===== src/rtl/msi_pkg.sv =====
package msi_pkg;
    typedef enum logic [1:0] {
        LN_INV = 2'd0,
        LN_SHR = 2'd1,
        LN_MOD = 2'd2
    } line_st_e;

    typedef enum logic [1:0] {
        BC_IDLE = 2'd0,
        BC_RD   = 2'd1,
        BC_RDX  = 2'd2,
        BC_WB   = 2'd3
    } bus_cmd_e;
endpackage


===== src/rtl/msi_req_plan.sv =====
module msi_req_plan
    import msi_pkg::*;
#(
    parameter int TAG_W = 4
) (
    input  logic             req,
    input  logic             we,
    input  line_st_e         st,
    input  logic [TAG_W-1:0] line_tag,
    input  logic [TAG_W-1:0] req_tag,
    output logic             hit,
    output logic             need_bus,
    output bus_cmd_e         cmd,
    output logic             use_victim
);
    logic present;

    always_comb begin
        present    = (line_tag == req_tag) && (st != LN_INV);
        hit        = 1'b0;
        need_bus   = 1'b0;
        cmd        = BC_IDLE;
        use_victim = 1'b0;
        if (req) begin
            if (present) begin
                if (!we || st == LN_MOD) begin
                    hit = 1'b1;
                end else begin
                    need_bus = 1'b1;
                    cmd      = BC_RDX;
                end
            end else if (st == LN_MOD) begin
                need_bus   = 1'b1;
                cmd        = BC_WB;
                use_victim = 1'b1;
            end else begin
                need_bus = 1'b1;
                cmd      = we ? BC_RDX : BC_RD;
            end
        end
    end
endmodule


===== src/rtl/msi_snoop_eval.sv =====
module msi_snoop_eval
    import msi_pkg::*;
#(
    parameter int TAG_W = 4
) (
    input  logic             valid,
    input  logic             owned,
    input  bus_cmd_e         cmd,
    input  line_st_e         st,
    input  logic [TAG_W-1:0] line_tag,
    input  logic [TAG_W-1:0] snp_tag,
    output logic             match,
    output logic             flush,
    output line_st_e         next_st
);
    always_comb begin
        match   = valid && !owned && (cmd == BC_RD || cmd == BC_RDX)
                  && (st != LN_INV) && (line_tag == snp_tag);
        flush   = match && (st == LN_MOD);
        next_st = st;
        if (match) begin
            next_st = (cmd == BC_RD) ? LN_SHR : LN_INV;
        end
    end
endmodule


===== src/rtl/msi_snoop_ctrl.sv =====
module msi_snoop_ctrl
    import msi_pkg::*;
#(
    parameter int IDX_W = 2,
    parameter int TAG_W = 4,
    localparam int ADDR_W = IDX_W + TAG_W
) (
    input  logic              clk,
    input  logic              rst_n,
    input  logic              cpu_req,
    input  logic              cpu_we,
    input  logic [ADDR_W-1:0] cpu_addr,
    output logic              cpu_hit,
    output logic              cpu_stall,
    output logic              bus_req,
    output logic [1:0]        bus_cmd,
    output logic [ADDR_W-1:0] bus_addr,
    input  logic              bus_grant,
    input  logic              snp_valid,
    input  logic [1:0]        snp_cmd,
    input  logic [ADDR_W-1:0] snp_addr,
    output logic              snp_flush
);
    localparam int NLINES = 1 << IDX_W;

    typedef struct packed {
        line_st_e [NLINES-1:0]            st;
        logic     [NLINES-1:0][TAG_W-1:0] tag;
    } dir_t;

    dir_t dir_q, dir_d;

    logic [IDX_W-1:0] cpu_idx, snp_idx;
    logic [TAG_W-1:0] cpu_tag, snp_tag;
    logic             plan_hit, plan_need, plan_victim;
    bus_cmd_e         plan_cmd;
    logic             snp_match, conflict, xfer_done;
    line_st_e         snp_next;

    assign cpu_idx = cpu_addr[IDX_W-1:0];
    assign cpu_tag = cpu_addr[ADDR_W-1:IDX_W];
    assign snp_idx = snp_addr[IDX_W-1:0];
    assign snp_tag = snp_addr[ADDR_W-1:IDX_W];

    msi_req_plan #(.TAG_W(TAG_W)) plan_i (
        .req        (cpu_req),
        .we         (cpu_we),
        .st         (dir_q.st[cpu_idx]),
        .line_tag   (dir_q.tag[cpu_idx]),
        .req_tag    (cpu_tag),
        .hit        (plan_hit),
        .need_bus   (plan_need),
        .cmd        (plan_cmd),
        .use_victim (plan_victim)
    );

    msi_snoop_eval #(.TAG_W(TAG_W)) snoop_i (
        .valid    (snp_valid),
        .owned    (bus_grant),
        .cmd      (bus_cmd_e'(snp_cmd)),
        .st       (dir_q.st[snp_idx]),
        .line_tag (dir_q.tag[snp_idx]),
        .snp_tag  (snp_tag),
        .match    (snp_match),
        .flush    (snp_flush),
        .next_st  (snp_next)
    );

    // A same-line snoop takes the line this cycle; the processor waits.
    assign conflict  = snp_match && (snp_idx == cpu_idx);
    assign cpu_hit   = plan_hit && !conflict;
    assign cpu_stall = cpu_req && !cpu_hit;
    assign bus_req   = plan_need && !conflict;
    assign bus_cmd   = plan_cmd;
    assign bus_addr  = plan_victim ? {dir_q.tag[cpu_idx], cpu_idx} : cpu_addr;
    assign xfer_done = bus_req && bus_grant;

    always_comb begin
        dir_d = dir_q;
        if (snp_match) begin
            dir_d.st[snp_idx] = snp_next;
        end
        if (xfer_done) begin
            unique case (plan_cmd)
                BC_WB:  dir_d.st[cpu_idx] = LN_INV;
                BC_RD: begin
                    dir_d.st[cpu_idx]  = LN_SHR;
                    dir_d.tag[cpu_idx] = cpu_tag;
                end
                BC_RDX: begin
                    dir_d.st[cpu_idx]  = LN_MOD;
                    dir_d.tag[cpu_idx] = cpu_tag;
                end
                default: ;
            endcase
        end
    end

    always_ff @(posedge clk) begin
        if (!rst_n) dir_q <= '0;
        else        dir_q <= dir_d;
    end

    // a hit never drives the bus
    p_hit_quiet_r4: assert property (@(posedge clk) disable iff (!rst_n)
        cpu_hit |-> !bus_req);
    // granted shared read leaves the line Shared with the request tag
    p_fill_shared_r1: assert property (@(posedge clk) disable iff (!rst_n)
        (xfer_done && bus_cmd == BC_RD) |=>
        (dir_q.st[$past(cpu_idx)] == LN_SHR && dir_q.tag[$past(cpu_idx)] == $past(cpu_tag)));
    // granted exclusive read gives ownership before any write completes
    p_fill_owned_r8: assert property (@(posedge clk) disable iff (!rst_n)
        (xfer_done && bus_cmd == BC_RDX) |=> dir_q.st[$past(cpu_idx)] == LN_MOD);
    // writeback empties the index
    p_writeback_inv_r11: assert property (@(posedge clk) disable iff (!rst_n)
        (xfer_done && bus_cmd == BC_WB) |=> dir_q.st[$past(cpu_idx)] == LN_INV);
    // flush on remote shared read keeps a Shared copy
    p_flush_shared_r5: assert property (@(posedge clk) disable iff (!rst_n)
        (snp_flush && snp_cmd == BC_RD) |=> dir_q.st[$past(snp_idx)] == LN_SHR);
    // flush on remote exclusive read drops the line
    p_flush_inv_r6: assert property (@(posedge clk) disable iff (!rst_n)
        (snp_flush && snp_cmd == BC_RDX) |=> dir_q.st[$past(snp_idx)] == LN_INV);
    // no flush while this controller owns the bus
    p_grant_no_snoop_r14: assert property (@(posedge clk) disable iff (!rst_n)
        bus_grant |-> !snp_flush);
endmodule


===== config.mk =====
export PLATFORM = sky130hd
export DESIGN_NAME = msi_snoop_ctrl
export DESIGN_NICKNAME = d
export VERILOG_FILES = /design/src/rtl/msi_pkg.sv /design/src/rtl/msi_req_plan.sv /design/src/rtl/msi_snoop_eval.sv /design/src/rtl/msi_snoop_ctrl.sv
export SDC_FILE = /design/constraint.sdc
export NUM_CORES = 1
export LEC_CHECK = 0
export BUFFER_PORTS_ARGS = -buffer_cell sky130_fd_sc_hd__buf_2
export CAP_MARGIN = 20
export CORE_ASPECT_RATIO = 0.5
export CORE_MARGIN = 3
export CORE_UTILIZATION = 44
export CTS_CLUSTER_DIAMETER = 200
export DETAILED_ROUTE_END_ITERATION = 7
export PLACE_DENSITY = 0.63
export SLEW_MARGIN = 20
export SYNTH_ARGS = -nofsm -noshare
export SYNTH_HDL_FRONTEND = slang
export SYNTH_SLANG_ARGS = --single-unit
export TNS_END_PERCENT = 5

===== constraint.sdc =====
create_clock -name clk -period 3.4 [get_ports clk]
set_input_delay 0.68 -clock clk [delete_from_list [all_inputs] [get_ports clk]]
set_output_delay 0.68 -clock clk [all_outputs]
set_load 0.01 [all_outputs]

==> impl_metrics.ini <==
[pwr]
switching_share = 0.284
pwr-share-seq = 0.407
clkPwrFrac = 0.372
intPower_mw = 0.503
vdd_ir_drop_max_mv = 0.165
p_switching_mw = 0.199
powerDensity_mw_per_mm2 = 297
combPwrFrac = 0.221
p_leak_nw = 0.881

[worst_setup_path]
worstRegToRegCells = 11
cp.arrival_ns = 2.64
cp_common_cell = buf_2
crit_type = input port to primary output
path_cells = buf_2 -> mux4_2 -> xor2_1 -> or4_4 -> o21ai_0 -> nor3_1 -> nor2b_1 -> buf_2
required_ns = 2.72
cp_slowest_stage_delay_ns = 0.57
timing.critical_path.to_type = primary output
critPathMaxFanout = 4
cp-start-kind = input port
cp.buffers_inverters = 2
r2r_setup_slack_ns = 0.59
cp_slowest_cell = mux4_2
cp_top_family = simple AND/OR/NAND/NOR gates

[synth]
synth_top_family_by_area = simple AND/OR/NAND/NOR gates
synth.area.top_cells = dfxtp_1 24%, mux4_2 13%, nand3_1 5.5%, nor2_1 5.0%, a21oi_1 4.2%
ys_types = 43
syn_area_sq_mm = 0.00201
ys_ff_latch = 24
synth_cells = 247
ys_seq_area_frac = 0.239
synth-xor-area-share = 0.0653
syn-num-nets = 272
synth-compound-area-share = 0.220
synthMostInstantiatedCell = nor2_1
synth.cells.most_frequent = 27 x nor2_1, 24 x dfxtp_1, 22 x nand3_1, 17 x a21oi_1, 16 x o21ai_0
synth_edf_count = 0
synth_top_area_frac = 0.239
synth_fa_ha_area_frac = 0.0311
yosysTopAreaCell = dfxtp_1
synthArstFlopShare = 0
ys.flop_type = dfxtp_1
synth-simple-area-share = 0.222
yosysWarnings = 0
syn_avg_cell_area_sq_um = 8.15
synthMuxAreaShare = 0.157

[cts]
cts_tree = built
cts_setup_buffers = 0
postCtsHoldBufs = 0
cts_sinks = 24
worstSkewPairLatency_ns = 0.27
cts_root_buf = clkbuf_8
clk_pin_slew_ns = 0.09
cts_max_path_buffers = 2
cts_buffers = 3
cts_max_level = 1

[final_layout]
insertedDiodeCount = 0
layout-drive-gt1-share = 0.269
area_delta_synth_final_pct = 17.4
layout.nets = 309
layoutNonFillerInstCount = 337

[sta]
slew_headroom = 0.610
fin_tns_setup_ns = 0
post-route-period-util = 0.977
period_minus_slack_ns = 3.32
fmax_ghz = 0.301
slew_violations = 0
tightest_slew_ns = 0.577
clock_skew_ns = 0.00581
setup_slack_ns = 0.0777
rsz0062_at_grt = false
setup_viol = 0
finalHoldViolCount = 0

[global_route]
gr-usage-met2 = 0.346
first_global_vias = 1857
grt_max_degree = 24
grt-busiest-layer = met1
grt_util_met1 = 0.363
grt_pass1_wl_mm = 9.78
grtUsageTotal = 0.238
grt_overflow = 0
antenna_found_initial = 0
met3_usage = 0.0453

[place]
io_buffers = 31
gp_congestion = 0.927
pre_cts_slack_ns = 0.0276
dp_hpwl_mm = 4.70
dp_cells = 333

[floorplanning]
std_cell_rows = 16
dieArea_sq_mm = 0.00547
fp.dieW_microns = 102
initial_core_util = 0.486
core-area_sq_mm = 0.00414
ioPinCount = 32
die_h_microns = 53.8

[route]
first_pass_iters = 5
vias_per_cell = 6.22
drcViolationCount = 0
drt_iter0_drc = 136
vias = 2095
antenna_left = 0
drt_wl_total_mm = 6.13
wire_per_inst_microns = 18.2

[status]
status = complete, no violations

[worst_hold_path]
worstHoldPathCells = 2
hold_class = flip-flop to flip-flop

[run]
max-cap-violations = 0
[worst min-delay path, stage by stage (launching register included)]
cell and delay (ns):
dfxtp_1 0.33, o21ai_1 0.07, a21oi_1 0.07
[final cells by class]
type / count / area [sq um]
Clock buffer: 3 / 41.3
Fill cell: 403 / 1780
Inverter: 8 / 30.0
Multi-Input combinational cell: 195 / 1400
Timing Repair Buffer: 52 / 313
Tap cell: 54 / 67.6
Clock inverter: 1 / 30.0
Sequential cell: 24 / 480
[logic make-up after synthesis]
logic type / after synthesis
compound gates: 71
xor+xnor: 15
fa+ha+maj: 5
buf+inv: 28
flops: 24
mux: 16
simple gates: 88
[metal layers]
layer,share of wire,wire length (microns)
met4,0.0090,55
met3,0.096,588
met5,0,0
met2,0.41,2530
met1,0.48,2950
[power by group through the flow]
stage	Combinational (mW)	Sequential, mW	Clock [mW]
final	0.155	0.286	0.261
after global routing	0.169	0.286	0.279
after CTS	0.153	0.286	0.267
after detailed placement	0.151	0.292	0
after global placement	0.151	0.292	0
after floorplan	0.0941	0.291	0
[cells in the final DEF (no fill, tap or decap), types with 9 or more instances in the layout]
master   synthesis  routed
buf_2            4      31
nor2_1          27      27
dfxtp_1         24      24
nand3_1         22      22
buf_4            4      21
a21oi_1         17      17
o21ai_0         16      15
o21ai_1         13      14
mux4_2          12      12
xnor2_1          9       9
[how the worst max path moves through the flow]
stage / slack [ns] / end / start / cells after the start
6_report: 0.08 / cpu_stall / snp_addr[1] / 8
5_1_grt: 0.003 / cpu_stall / snp_addr[0] / 8
4_1_cts: 0.05 / bus_addr[5] / cpu_addr[0] / 7
3_5_place_dp: 0.03 / flip-flop / cpu_addr[1] / 12
3_3_place_gp: 0.08 / bus_addr[5] / cpu_addr[0] / 7
2_1_floorplan: 0.03 / dir_q[18] / cpu_addr[1] / 13
[metrics by stage]
| step | hold WS, ns | power [mW] | cell area (sq um) | utilization |
|---|---|---|---|---|
| 2_1_floorplan | 0.460 | 0.386 | 2020 | - |
| 3_3_place_gp | 0.484 | 0.443 | 2290 | 0.553 |
| 3_5_place_dp | 0.493 | 0.444 | 2290 | 0.553 |
| 4_1_cts | 0.507 | 0.705 | 2360 | 0.570 |
| 5_1_grt | 0.535 | 0.734 | 2360 | 0.570 |
| 6_report | 0.506 | 0.702 | 2360 | 0.570 |
[timing repair]
action,CTS,global route
endpoints found under the hold margin,0,0
setup endpoints to repair,0,5
resized for setup,0,2
Power figures use the tool's default switching activity.
